<file path="src/rtl/t1s_mgmt_pkg.sv">
package t1s_mgmt_pkg;

  localparam int ADDR_W = 5;
  localparam int DATA_W = 16;

  localparam logic [ADDR_W-1:0] ADDR_CTRL  = 5'd0;
  localparam logic [ADDR_W-1:0] ADDR_STAT  = 5'd1;
  localparam logic [ADDR_W-1:0] ADDR_IRQEN = 5'd16;
  localparam logic [ADDR_W-1:0] ADDR_IRQST = 5'd17;
  localparam logic [ADDR_W-1:0] ADDR_TIMER = 5'd20;

  // bit positions decoded by host software
  localparam int CTRL_LINKEN = 12;
  localparam int STAT_LINK   = 5;
  localparam int STAT_LPLCA  = 2;

  localparam int IRQ_LINK    = 0;
  localparam int IRQ_PLCA    = 1;
  localparam int IRQ_LJAB    = 2;
  localparam int IRQ_RJAB    = 3;
  localparam int IRQ_PLCAREC = 4;
  localparam int IRQ_COLL    = 5;
  localparam int IRQ_RSTDONE = 15;

  localparam logic [DATA_W-1:0] IRQ_MASK = 16'h803F;

  typedef enum logic [2:0] {
    SEL_NONE,
    SEL_CTRL,
    SEL_STAT,
    SEL_IRQEN,
    SEL_IRQST,
    SEL_TIMER
  } regSel_e;

  typedef struct packed {
    logic    wrCtrl;
    logic    wrIrqEn;
    logic    wrTimer;
    logic    rdStat;
    logic    rdIrq;
    logic    rdEn;
    regSel_e rdSel;
  } strobes_t;

endpackage

</file>
<file path="src/rtl/t1s_mgmt_ctrl.sv">
module t1s_mgmt_ctrl
  import t1s_mgmt_pkg::*;
(
  input  logic              regWrEn,
  input  logic              regRdEn,
  input  logic [ADDR_W-1:0] regAddr,
  output strobes_t          strb
);

  regSel_e addrSel;

  always_comb begin
    case (regAddr)
      ADDR_CTRL:  addrSel = SEL_CTRL;
      ADDR_STAT:  addrSel = SEL_STAT;
      ADDR_IRQEN: addrSel = SEL_IRQEN;
      ADDR_IRQST: addrSel = SEL_IRQST;
      ADDR_TIMER: addrSel = SEL_TIMER;
      default:    addrSel = SEL_NONE;
    endcase
  end

  always_comb begin
    strb         = '0;
    strb.wrCtrl  = regWrEn && (addrSel == SEL_CTRL);
    strb.wrIrqEn = regWrEn && (addrSel == SEL_IRQEN);
    strb.wrTimer = regWrEn && (addrSel == SEL_TIMER);
    strb.rdStat  = regRdEn && (addrSel == SEL_STAT);
    strb.rdIrq   = regRdEn && (addrSel == SEL_IRQST);
    strb.rdEn    = regRdEn;
    strb.rdSel   = regRdEn ? addrSel : SEL_NONE;
  end

endmodule

</file>
<file path="src/rtl/t1s_mgmt_datapath.sv">
module t1s_mgmt_datapath
  import t1s_mgmt_pkg::*;
#(
  parameter int TIMER_W   = 8,
  parameter int TIMER_RST = 32
) (
  input  logic               clk,
  input  logic               rst,
  input  strobes_t           strb,
  input  logic [DATA_W-1:0]  wrData,
  input  logic               linkUp,
  input  logic               plcaUp,
  input  logic               evtLocalJabber,
  input  logic               evtRemoteJabber,
  input  logic               evtPlcaRecovery,
  input  logic               evtCollision,
  output logic [DATA_W-1:0]  rdData,
  output logic               irqOut,
  output logic               linkEnable,
  output logic [TIMER_W-1:0] toTimer
);

  logic               ctrlLinkEn;
  logic [DATA_W-1:0]  irqEn;
  logic [DATA_W-1:0]  pend;
  logic [DATA_W-1:0]  pendNext;
  logic [DATA_W-1:0]  evtVec;
  logic [DATA_W-1:0]  rdMux;
  logic [TIMER_W-1:0] timerQ;
  logic               linkLatch;
  logic               linkPrev;
  logic               plcaPrev;
  logic               rstQ;

  // event gathering: level edges plus single-cycle pulses
  always_comb begin
    evtVec              = '0;
    evtVec[IRQ_LINK]    = linkUp ^ linkPrev;
    evtVec[IRQ_PLCA]    = plcaUp ^ plcaPrev;
    evtVec[IRQ_LJAB]    = evtLocalJabber;
    evtVec[IRQ_RJAB]    = evtRemoteJabber;
    evtVec[IRQ_PLCAREC] = evtPlcaRecovery;
    evtVec[IRQ_COLL]    = evtCollision;
    evtVec[IRQ_RSTDONE] = rstQ & ~rst;
  end

  // a read wipes old events; new ones in the same cycle survive
  always_comb begin
    pendNext = ((strb.rdIrq ? '0 : pend) | evtVec) & IRQ_MASK;
  end

  always_ff @(posedge clk) begin
    rstQ <= rst;
    if (rst) begin
      pend     <= '0;
      linkPrev <= linkUp;
      plcaPrev <= plcaUp;
    end else begin
      pend     <= pendNext;
      linkPrev <= linkUp;
      plcaPrev <= plcaUp;
    end
  end

  always_ff @(posedge clk) begin
    if (rst) begin
      ctrlLinkEn <= 1'b0;
      irqEn      <= '0;
      timerQ     <= TIMER_W'(TIMER_RST);
    end else begin
      if (strb.wrCtrl)  ctrlLinkEn <= wrData[CTRL_LINKEN];
      if (strb.wrIrqEn) irqEn      <= wrData & IRQ_MASK;
      if (strb.wrTimer) timerQ     <= wrData[TIMER_W-1:0];
    end
  end

  // latch-low link indication
  always_ff @(posedge clk) begin
    if (rst)              linkLatch <= 1'b0;
    else if (strb.rdStat) linkLatch <= linkUp;
    else if (!linkUp)     linkLatch <= 1'b0;
  end

  always_comb begin
    rdMux = '0;
    case (strb.rdSel)
      SEL_CTRL:  rdMux[CTRL_LINKEN] = ctrlLinkEn;
      SEL_STAT: begin
        rdMux[STAT_LINK]  = linkLatch;
        rdMux[STAT_LPLCA] = linkUp & plcaUp;
      end
      SEL_IRQEN: rdMux = irqEn;
      SEL_IRQST: rdMux = pend;
      SEL_TIMER: rdMux[TIMER_W-1:0] = timerQ;
      default:   rdMux = '0;
    endcase
  end

  always_ff @(posedge clk) begin
    if (rst)            rdData <= '0;
    else if (strb.rdEn) rdData <= rdMux;
  end

  assign irqOut     = |(pend & irqEn);
  assign linkEnable = ctrlLinkEn;
  assign toTimer    = timerQ;

endmodule

</file>
<file path="src/rtl/t1s_mgmt_regs.sv">
module t1s_mgmt_regs
  import t1s_mgmt_pkg::*;
#(
  parameter int TIMER_W   = 8,
  parameter int TIMER_RST = 32
) (
  input  logic               clk,
  input  logic               rst,
  input  logic [ADDR_W-1:0]  regAddr,
  input  logic               regWrEn,
  input  logic [DATA_W-1:0]  regWrData,
  input  logic               regRdEn,
  output logic [DATA_W-1:0]  regRdData,
  input  logic               linkUp,
  input  logic               plcaUp,
  input  logic               evtLocalJabber,
  input  logic               evtRemoteJabber,
  input  logic               evtPlcaRecovery,
  input  logic               evtCollision,
  output logic               irqOut,
  output logic               linkEnable,
  output logic [TIMER_W-1:0] toTimer
);

  strobes_t strb;

  t1s_mgmt_ctrl uCtrl (
    .regWrEn (regWrEn),
    .regRdEn (regRdEn),
    .regAddr (regAddr),
    .strb    (strb)
  );

  t1s_mgmt_datapath #(
    .TIMER_W   (TIMER_W),
    .TIMER_RST (TIMER_RST)
  ) uDp (
    .clk             (clk),
    .rst             (rst),
    .strb            (strb),
    .wrData          (regWrData),
    .linkUp          (linkUp),
    .plcaUp          (plcaUp),
    .evtLocalJabber  (evtLocalJabber),
    .evtRemoteJabber (evtRemoteJabber),
    .evtPlcaRecovery (evtPlcaRecovery),
    .evtCollision    (evtCollision),
    .rdData          (regRdData),
    .irqOut          (irqOut),
    .linkEnable      (linkEnable),
    .toTimer         (toTimer)
  );

endmodule

</file>
<file path="config.mk">
export PLATFORM = sky130hd
export DESIGN_NAME = t1s_mgmt_regs
export DESIGN_NICKNAME = d
export VERILOG_FILES = /design/src/rtl/t1s_mgmt_pkg.sv /design/src/rtl/t1s_mgmt_ctrl.sv /design/src/rtl/t1s_mgmt_datapath.sv /design/src/rtl/t1s_mgmt_regs.sv
export SDC_FILE = /design/constraint.sdc
export NUM_CORES = 1
export LEC_CHECK = 0
export BUFFER_PORTS_ARGS = -buffer_cell sky130_fd_sc_hd__buf_2
export CORE_AREA = 4 4 47 80
export CTS_BUF_LIST = sky130_fd_sc_hd__clkbuf_4 sky130_fd_sc_hd__clkbuf_8
export DETAILED_ROUTE_END_ITERATION = 7
export DIE_AREA = 0 0 51 84
export PLACE_DENSITY = 0.9
export RECOVER_POWER = 25
export SKIP_LAST_GASP = 1
export SYNTH_ARGS = -nofsm -noshare
export SYNTH_HDL_FRONTEND = slang
export SYNTH_HIERARCHICAL = 1
export SYNTH_SLANG_ARGS = --single-unit
export TNS_END_PERCENT = 100
</file>
<file path="constraint.sdc">
create_clock -name clk -period 4.6 [get_ports clk]
set_input_delay 0.23 -clock clk [delete_from_list [all_inputs] [get_ports clk]]
set_output_delay 0.23 -clock clk [all_outputs]
set_load 0.02 [all_outputs]
</file>
After elaboration in Yosys (flattened, before gate mapping)
Cells that the tools add are included.
Widths: inputs -> output; s select.
{"block": "totals", "ff_bits": 52, "inputBits": 31, "out_inout_bits": 26}
{"block": "classes", "n_eq_ne": 15, "muxes": 13, "bitwise": 7, "reduce_logical": 7}
{"op": "$and 16x16->16", "n": 1}
{"op": "$mux 16", "n": 1}
{"op": "$or 16x16->16", "n": 1}
{"op": "$reduce_or 16->1", "n": 1}
{"op": "$eq 5x5->1 const B", "n": 3}
{"op": "$pmux 3 s5", "n": 1}
{"op": "$eq 3x2->1 const B", "n": 4}
{"op": "$eq 3x3->1 const B", "n": 4}
{"op": "$pmux 2 s3", "n": 2}
{"op": "$pmux 1 s4", "n": 2}
{"op": "$eq 3x1->1 const B", "n": 2}
{"op": "$pmux 3 s2", "n": 1}
{"op": "$eq 5x1->1 const B", "n": 1}
{"op": "$logic_and 1x1->1", "n": 5}
{"op": "$logic_not 5->1", "n": 1}
{"op": "$mux 4", "n": 1}
{"op": "$pmux 2 s2", "n": 1}
{"op": "$mux 3", "n": 1}
{"op": "$and 1x1->1", "n": 2}
{"op": "$mux 1", "n": 2}
{"op": "$ne 2x1->1 const B", "n": 1}
{"op": "$pmux 1 s2", "n": 1}
{"op": "$xor 1x1->1", "n": 2}
{"op": "$not 1->1", "n": 1}

Longest topological paths before layout
Gate-level depths: netlist of run 1.
{"block": "depth", "word_depth": 6, "depth_mapped": 7, "depth_no_buf": 5}

Cells and area by module
Netlist of run 1, hierarchy kept.
{"mod": "t1s_mgmt_datapath", "instances": 1, "cells_per_inst": 148, "area_each_um2": 1505.2}
{"mod": "t1s_mgmt_ctrl", "instances": 1, "cells_per_inst": 18, "area_each_um2": 130.1}

Worst setup path before layout of run 1
No wires, ideal clock.
{"block": "synth_timing", "path_type": "input port to flip-flop", "from": "input regAddr[1]", "to": "register uDp.rdData[1]", "arrival_time_ns": 2.025, "required_ns": 4.483, "path_slack_ns": 2.458, "path_stages": 6, "path_buffers": 1, "path_cell_list": "nand2b_1 -> a2111oi_0 -> buf_4 -> mux2i_1 -> o2bb2ai_1 -> a22o_1"}
{"item": "from (decl)", "line": "t1s_mgmt_regs.sv:9", "source": "input logic [ADDR_W-1:0] regAddr,"}
{"item": "to (signal assigned)", "line": "t1s_mgmt_datapath.sv:101", "source": "else if (strb.rdEn) rdData <= rdMux;"}
{"item": "to (decl)", "line": "t1s_mgmt_datapath.sv:17", "source": "output logic [DATA_W-1:0] rdData,"}

==> results of run 1 <==
-- kinds of logic after synthesis --
family	synth area share (%)
AOI/OAI and AO/OA	13.77
xor gates and xnor gates	2.143
buffers and inverters	6.810
DFF	45.29
muxes	14.69
other	0.2293
and+or+nand+nor	17.06
-- through the flow --
stage	worst slack, ns	util (%)	total power (W)
after floorplan	2.458	-	0.0003786
after global placement	2.547	59.02	0.0003946
after detailed placement	2.470	59.02	0.0003964
after CTS	2.776	62.84	0.0006852
after global routing	2.696	62.29	0.0007042
final	2.769	62.29	0.0006779
-- worst reg2reg max path: cells and delay by family (launching register included) --
family           cells  cell delay [ns]
DFF                  1             0.33
muxes                1             0.13
and+or+nand+nor      2             0.28
-- where the power goes --
group	internal, W	leakage, nW	switching, W
clock	0.000182	0.0619	0.000106
sequential	0.000329	0.302	0.00000597
combinational	0.0000212	0.411	0.0000329
-- cell type report --
class | instances | area [um2] | share of cell area, %
clock buffers | 7 | 90.09 | 4.604
clock inverters | 1 | 30.03 | 1.535
inverters | 3 | 11.26 | 0.5754
multi-input cells | 115 | 813.3 | 41.56
flip-flops and latches | 37 | 740.7 | 37.85
well taps | 43 | 53.80 | 2.749
repair buffers | 46 | 217.7 | 11.13
-- layer usage --
metal / share of wire (%) / vias up
li1: - / 659
met1: 39 / 615
met2: 54 / 38
met3: 5.1 / 6
met4: 1.7 / 0
met5: 0 / -
-- state kept, by name, summed over array words and instances (netlist names) --
signal	count
uDp/rdData	10
uDp/toTimer	8
uDp/irqEn	7
uDp/pend	7
uDp/linkEnable	1
uDp/linkLatch	1
uDp/linkPrev	1
uDp/plcaPrev	1
uDp/rstQ	1
-- synth_stat cells (all sizes together), types with 2 or more instances --
cell / instances
mux2i: 24
nor3b: 2
a21oi: 10
nand4: 2
xnor2: 2
buf: 11
inv: 3
clkbuf: 5
nor3: 2
o211a: 3
a22o: 4
a22oi: 2
nor2: 27
nand2b: 5
dfxtp: 37
nand2: 4
or4b: 2
nand3b: 2
o2bb2ai: 4
xor2: 2
-- worst max path at each step --
stage / depth (start not counted) / to / start / slack [ns]
after CTS: 6 / uDp/rdData[4] / regRdEn / 2.78
after floorplan: 6 / uDp/rdData[1] / regAddr[1] / 2.46
after global placement: 6 / uDp/rdData[4] / regRdEn / 2.55
final: 6 / uDp/rdData[4] / regRdEn / 2.77
after detailed placement: 6 / uDp/rdData[4] / regRdEn / 2.47
after global routing: 6 / uDp/rdData[15] / regRdEn / 2.70
==> metrics.md, run 1 <==
| Metric | Value |
|---|---|
| Hold/Removal Path Class | input port to flip-flop |
| Initial Util | between 50% and 60% |
| CP cell instances | buf_2 > nand2b_1 > nor4_1 > and3b_1 > o211a_4 > a22o_1 |
| Reg2Reg Setup Slack | 3.71 ns |
| Critical Path Sink Type | flip-flop |
| Cts hold-fix bufs | 0 |
| Relative slew slack | between 15 and 20% |
| GP Congestion | 0.7764 |
| CP Max Fanout | 15 |
| Synth Register Bits | 37 |
| Synth area leaders | dfxtp_1 45%, mux2i_1 15%, nor2_1 6.2% |
| # rows | 27 |
| WS Path Type | input port to flip-flop |
| Clock Latency Late Sink | approximately 0.29 ns |
| Post-route ant nets | 0 |
| IO Count | 57 |
| Met1 Resource Use GR | 18.36% |
| Async S/R FF share, synth | 0% |
| Yosys warns | 6 |
| Critical-path top delay cell | nor4_1 |
| Fmax | 0.5461 GHz |
| Post-Layout Inst Area | between 1500 and 2000 um2 |
| WL/cell | 14.21 um |
| Worst EP arrival | 2.01 ns |
| Required time worst endpoint | 4.78 ns |
| Most common cell after layout, fill and taps aside | dfxtp_1 |
| DP Area | around 1900 um2 |
| Max Clock Skew | 0.004642 ns |
| Grt ovf | 0 |
| Post-CTS Setup Inserts | 0 |
| Routing usage on met2 | 32.55% |
| WHS | 0.1174 ns |
| Area Overhead vs Synth | 19.66% |
| Status | finished, final reports clean |
| Maximum vdd drop | approximately 260 uV |
| PwrDens | 346.4 nW/um2 |
| Synth area leader | dfxtp_1 |
| Clock transition at the registers of the reported paths | 0.07 ns |
| Drt initial violations | 33 |
| CP max stage delay | roughly 0.57 ns |
| Initial antenna violation count | 0 |
| Total CTS buffers | 5 |
| CTS tree | done |
| Mapped Area | about 1600 um2 |
| First-pass GRT wire length | just under 6 mm |
| Most frequent cells in the layout | 37 x dfxtp_1, 30 x buf_2, 27 x nor2_1, 24 x mux2i_1, 14 x clkbuf_1 |
| Clock sinks | 37 |
| Worst hold path stage count | 1 |
| Maximum clock path buffer count | 2 |
| Via-to-Cell Ratio | 5.230 |
| Post-synth top flop | dfxtp_1 |
| Cells after DPL | 244 |
| Period utilisation layout | between 30% and 40% |
| GRT Total Usage | 17.93% |
| Avg Cell Area, Syn | 9.851 um2 |
| Met3 Resource Use GR | 3.578% |
| Diode count | 0 |
| CTS root buf | clkbuf_8 |
| Worst Path Buf+Inv | 1 |
| Final net count | approximately 240 |
| IO Port Bufs | 44 |
| Synth top area share | 45.29% |
| Min Tclk post-route | 1.831 ns |
| Min-delay src | plcaUp |
| Register area share after synthesis | between 40% and 50% |
| Mapped Cells | between 150 and 200 |
| Crit path max-delay family | simple AND/OR/NAND/NOR gates |
| Slew Viols, Final | 0 |
| Core box area | roughly 3100 um2 |
| GRT busiest layer | met2 |
| Slew @ Worst Pin | 1.230 ns |
| Hold endpoint | uDp/plcaPrev |
| Total number of vias | 1318 |
| CTS-repair resized insts | 0 |
| Die H | 84 um |
| Layout cell share with drive strength beyond 1 | 22.49% |
| Drt pass-1 iters | 4 |
| Startpoint Class | input port |
| Fill cells | 283 |
| Setup-failing EPs final | 0 |
| Routed Wire Length | 3.582 mm |
| Die Wd | around 51 um |
| Reg2Reg Depth | 3 |
| Leak Pwr | 0.7751 nW |
| DIE AREA | 4284 um2 |
| DRC viols | 0 |
| Final hold viol count | 0 |
| Detailed Place HPWL | 2.650 mm |
| Largest net degree at the start of global routing | 30 |
| Synth cell types | 38 |
| Non-Filler Instances | 252 |
| Vias in the first global route | 1313 |
| Post-synth EDFFs | 0 |
| RSZ-0062 raised after global routing | no |
| Max-cap viol count | 0 |
| TNS Setup | 0 ns |
| R2r startpoint | uDp/linkEnable |
| Max H-tree Level | 2 |
| Worst r2r dst | uDp/rdData[12] |
Power figures use the tool's default switching activity.
==> inputs of run 2 (changes only) <==
Settings changed: CORE_AREA 4 4 47 80 to 4 4 51 86, DIE_AREA 0 0 51 84 to 0 0 55 90, PLACE_DENSITY 0.9 to 0.82.
Clock period 4.6 ns to 1.6 ns, I/O delays scaled along.
==> metrics.md, run 2 (synthesis results as in run 1) <==
| Metric | Value |
|---|---|
| Status | finished, final reports clean |
| Worst EP arrival | 1.66 ns (-0.35 ns) |
| Drt initial violations | 22 (-33%) |
| Maximum clock path buffer count | 2 (unchanged) |
| Final Util | 57.43% (-4.9 points) |
| CP Max Fanout | 6 (-9) |
| Cts hold-fix bufs | 4 (+4) |
| Routed Wire Length | 3.784 mm (+5.6%) |
| Relative slew slack | 58.69% (+41 points) |
| Diode count | 0 (unchanged) |
| Final hold viol count | 0 (unchanged) |
| Reg2Reg Depth | 3 (unchanged) |
| WL/cell | 13.81 um (-2.8%) |
| IO Count | 57 (unchanged) |
| Most frequent cells in the layout | 37 x dfxtp_1, 30 x buf_2, 27 x nor2_1, 24 x mux2i_1, 17 x buf_4 |
| Die H | 90 um (+7.1%) |
| CTS-repair resized insts | 0 (unchanged) |
| Register with the most flip-flops | uDp/rdData |
| Worst hold path stage count | 3 (+2) |
| R2r startpoint | uDp/toTimer[2] |
| Via-to-Cell Ratio | 5.062 (-3.2%) |
| Clock transition at the registers of the reported paths | 0.07 ns (about the same) |
| Reg2Reg Setup Slack | 0.71 ns (-3.00 ns) |
| IO Port Bufs | 44 (unchanged) |
| Clock sinks | 37 (unchanged) |
| Required time worst endpoint | 1.80 ns (-2.98 ns) |
| Layout cell share with drive strength beyond 1 | 27.19% (+4.7 points) |
| Total CTS buffers | 5 (unchanged) |
| Setup-failing EPs final | 0 (unchanged) |
| Vias in the first global route | 1426 (+8.6%) |
| Initial Util | 44.62% (-7.4 points) |
| PwrDens | 855.3 nW/um2 (+150%) |
| Drt pass-1 iters | 5 (+1) |
| Period utilisation layout | 91.53% |
| Hold endpoint | uDp/pend[4] |
| Grt ovf | 0 (unchanged) |
| Max H-tree Level | 2 (unchanged) |
| Detailed Place HPWL | 2.979 mm (+12%) |
| DIE AREA | 4950 um2 (+16%) |
| Leak Pwr | 0.8597 nW (+11%) |
| Largest net degree at the start of global routing | 16 (-47%) |
| Post-route ant nets | 0 (unchanged) |
| CTS tree | done |
| Core box area | 3665 um2 (+17%) |
| Area Overhead vs Synth | 28.69% |
| Die Wd | 55 um (+7.8%) |
| Slew @ Worst Pin | 0.6196 ns (-0.6103 ns) |
| GP Congestion | 0.8329 (+7.3%) |
| Final net count | 259 (+8.4%) |
| RSZ-0062 raised after global routing | no |
| # rows | 29 (+7.4%) |
| Max Clock Skew | 0.001537 ns (-0.003105 ns) |
| CTS root buf | clkbuf_8 |
| Fmax | 0.6828 GHz |
| Most common cell after layout, fill and taps aside | dfxtp_1 |
| Maximum vdd drop | 825.4 uV (+220%) |
| GRT Total Usage | 17.36% (-0.57 points) |
| Min-delay src | evtPlcaRecovery |
| Clock Latency Late Sink | 0.29 ns (about the same) |
| DRC viols | 0 (unchanged) |
| Largest register FFs | 10 (unchanged) |
| Total power | 0.001800 W (+170%) |
| Max-cap viol count | 0 (unchanged) |
| Min Tclk post-route | around 1.5 ns |
| Total number of vias | 1387 (+5.2%) |
| Startpoint Class | input port |
| Critical Path Sink Type | flip-flop |
| Post-CTS Setup Inserts | 0 (unchanged) |
| Initial antenna violation count | 0 (unchanged) |
| First-pass GRT wire length | 6.299 mm (+7.2%) |
| Worst r2r dst | uDp/rdData[2] |
| Hold/Removal Path Class | input port to flip-flop |
| WS Path Type | input port to flip-flop |
| Slew Viols, Final | 0 (unchanged) |
## run 2: stage by stage
| stage | setup TNS [ns] | cell area, um2 | hold WS [ns] | setup slack, ns | instances |
|---|---|---|---|---|---|
| finish | 0 | 2105 | 0.006202 | 0.1355 | 274 |
| global route | 0 | 2105 | 0.006664 | 0.01747 | 274 |
| floorplan | 0 | 1667 | 0.1077 | 0.01361 | 171 |
| CTS | 0 | 2122 | 0.0006428 | 0.1416 | 274 |
| detailed placement | -0.7288 | 1992 | 0.2464 | -0.1419 | 263 |
| global placement | -0.5678 | 1992 | 0.2445 | -0.09767 | 263 |
## run 2: how the worst max path moves through the flow
| stage | from | to | cells after the start |
|---|---|---|---|
| final | regAddr[2] | uDp/rdData[15] | 6 |
| after global routing | regAddr[2] | uDp/rdData[15] | 6 |
| after CTS | regAddr[2] | uDp/rdData[15] | 6 |
| after detailed placement | regAddr[2] | uDp/rdData[15] | 6 |
| after global placement | regAddr[2] | uDp/rdData[15] | 6 |
| after floorplan | regAddr[1] | uDp/rdData[1] | 6 |
## run 2: worst max-delay path, cell delays in order
cell	delay, ns
buf_2	0.10
or4b_4	0.54
nor2_1	0.25
and3b_1	0.34
nand2_1	0.09
a311oi_1	0.25
## run 2: layout make-up
type	instances	area [um2]
Fill cell	361	1560
Sequential cell	37	740.7
Clock inverter	1	7.507
Inverter	3	11.26
Timing Repair Buffer	66	390.4
Multi-Input combinational cell	115	814.5
Tap cell	46	57.56
Clock buffer	6	82.58
## run 2: metal layers
metal  up-vias  share of wire, %  GRT usage, %
li1        704                 -             -
met1       637                37         18.46
met2        37                55         28.75
met3         9               5.3         4.470
met4         0               3.5         10.34
met5         -                 0             0
## run 2: report_power, final
group,internal [W],switching [W],leakage [nW]
Combinational,0.0000848,0.000101,0.514
Sequential,0.000946,0.0000157,0.302
Clock,0.000340,0.000313,0.0433
Total,0.00137,0.000429,0.860
==> inputs of run 3 (changes only) <==
Settings changed: HOLD_SLACK_MARGIN set to 0.15.
==> metrics.md, run 3 (synthesis results as in run 1) <==
| Metric | Value |
|---|---|
| Register area | 740.7 um2 (unchanged) |
| DP Area | 1992 um2 (unchanged) |
| Layout cell share with drive strength beyond 1 | 26.14% (-1.1 points) |
| Most frequent cells in the layout | 37 x dfxtp_1, 31 x buf_2, 27 x nor2_1, 24 x mux2i_1 |
| TNS Setup | 0 ns (unchanged) |
| Slew Viols, Final | 0 (unchanged) |
| Worst hold path stage count | 3 (unchanged) |
| Area Overhead vs Synth | 36.73% |
| Core box area | 3665 um2 (unchanged) |
| # rows | 29 (unchanged) |
| Clock transition at the registers of the reported paths | 0.07 ns (about the same) |
| Status | finished, final reports clean |
| Min-delay src | regRdEn |
| Area of the multi-input gates | 814.5 um2 (unchanged) |
| CTS root buf | clkbuf_8 |
| Die H | 90 um (unchanged) |
| Die Wd | 55 um (unchanged) |
| Worst r2r dst | uDp/rdData[2] |
| Register with the most flip-flops | uDp/rdData |
| Required time worst endpoint | 1.80 ns (about the same) |
| Maximum vdd drop | 832.8 uV (+0.90%) |
| DRC viols | 0 (unchanged) |
| Post-Layout Inst Area | 2236 um2 (+6.2%) |
| PwrDens | 817.1 nW/um2 (-4.5%) |
| Final net count | 272 (+5.0%) |
| Final hold viol count | 0 (unchanged) |
| DIE AREA | 4950 um2 (unchanged) |
| Total number of vias | 1462 (+5.4%) |
| Clock Latency Late Sink | 0.29 ns (about the same) |
| R2r startpoint | uDp/toTimer[2] |
| Max Clock Skew | 0.001314 ns (-0.0002226 ns) |
| Post-CTS Setup Inserts | 0 (unchanged) |
| Detailed Place HPWL | 2.979 mm (unchanged) |
| Diode count | 0 (unchanged) |
| IO Port Bufs | 44 (unchanged) |
| Largest register FFs | 10 (unchanged) |
| Startpoint Class | input port |
| WL/cell | 13.51 um (-2.2%) |
| Final Util | 61.01% (+3.6 points) |
| Worst EP arrival | 1.67 ns (about the same) |
| Initial antenna violation count | 0 (unchanged) |
| GP Congestion | 0.8329 (unchanged) |
| Drt initial violations | 24 (+9.1%) |
| Grt ovf | 0 (unchanged) |
| Hold/Removal Path Class | input port to flip-flop |
| CP Max Fanout | 6 (unchanged) |
| CTS-repair resized insts | 0 (unchanged) |
| Routed Wire Length | 3.876 mm (+2.4%) |
| Fill cells | 348 (-3.6%) |
| IO Count | 57 (unchanged) |
| Total CTS buffers | 5 (unchanged) |
| Via-to-Cell Ratio | 5.094 (+0.63%) |
| Post-route ant nets | 0 (unchanged) |
| Max-cap viol count | 0 (unchanged) |
| Maximum clock path buffer count | 2 (unchanged) |
| Most common cell after layout, fill and taps aside | dfxtp_1 |
| Period utilisation layout | 91.85% (+0.32 points) |
| Min Tclk post-route | 1.470 ns (+0.005045 ns) |
| Initial Util | 44.62% (unchanged) |
| Leak Pwr | 0.9134 nW (+6.3%) |
| Fmax | 0.6805 GHz (-0.34%) |
| Critical Path Sink Type | flip-flop |
| Reg2Reg Depth | 3 (unchanged) |
| GRT Total Usage | 17.79% (+0.44 points) |
| Vias in the first global route | 1508 (+5.8%) |
| Hold endpoint | uDp/rdData[5] |
| Clock sinks | 37 (unchanged) |
| First-pass GRT wire length | 6.499 mm (+3.2%) |
| Largest net degree at the start of global routing | 16 (unchanged) |
| WS Path Type | input port to flip-flop |
| CTS tree | done |
| Setup-failing EPs final | 0 (unchanged) |
| Max H-tree Level | 2 (unchanged) |
| Drt pass-1 iters | 4 (-1) |
| RSZ-0062 raised after global routing | no |
| Reg2Reg Setup Slack | 0.71 ns (about the same) |
[run 3: how the worst max path moves through the flow]
stage          startpoint        endpoint  cells after the start
2_1_floorplan  regAddr[1]   uDp/rdData[1]                      6
4_1_cts        regAddr[2]  uDp/rdData[15]                      6
5_1_grt        regAddr[2]  uDp/rdData[15]                      6
3_3_place_gp   regAddr[2]  uDp/rdData[15]                      6
3_5_place_dp   regAddr[2]  uDp/rdData[15]                      6
6_report       regAddr[2]  uDp/rdData[15]                      6
[run 3: layout make-up]
class / instances / area share, %
clock buffers: 6 / 3.693
clock inverters: 1 / 0.3358
well taps: 46 / 2.574
flip-flops and latches: 37 / 33.13
repair buffers: 79 / 23.34
multi-input cells: 115 / 36.43
inverters: 3 / 0.5036
[run 3: critical path, stage by stage]
cell and delay [ns]:
buf_2 0.10, or4b_4 0.54, nor2_1 0.25, and3b_1 0.34, nand2_1 0.09, a311oi_1 0.26
[run 3: through the flow]
stage               instances  worst slack (ns)  total power [W]  hold WS (ns)
finish                    287            0.1304         0.001827        0.2158
global route              287           0.03454         0.001904        0.2280
CTS                       287            0.1416         0.001847        0.2030
detailed placement        263           -0.1419         0.001163        0.2464
global placement          263          -0.09767         0.001159        0.2445
floorplan                 171           0.01361         0.001091        0.1077
[run 3: power breakdown]
part	total [W]	internal [W]	switching, W
sequential	0.000962	0.000946	0.0000159
combinational	0.000210	0.000106	0.000104
clock	0.000655	0.000340	0.000315
[run 3: repair_timing]
item,in CTS,in global routing
endpoints found under the setup margin,0,0
hold buffers,17,0
endpoints found under the hold margin,26,0
[run 3: per-layer routing]
layer	part of all wire, %	up-vias	GRT usage (%)	wire length, um
met5	0	-	0	0
met4	4.1	0	11.16	158
met3	4.7	11	4.636	181
met2	54	36	29.45	2084
met1	37	684	18.65	1452
li1	-	731	-	-
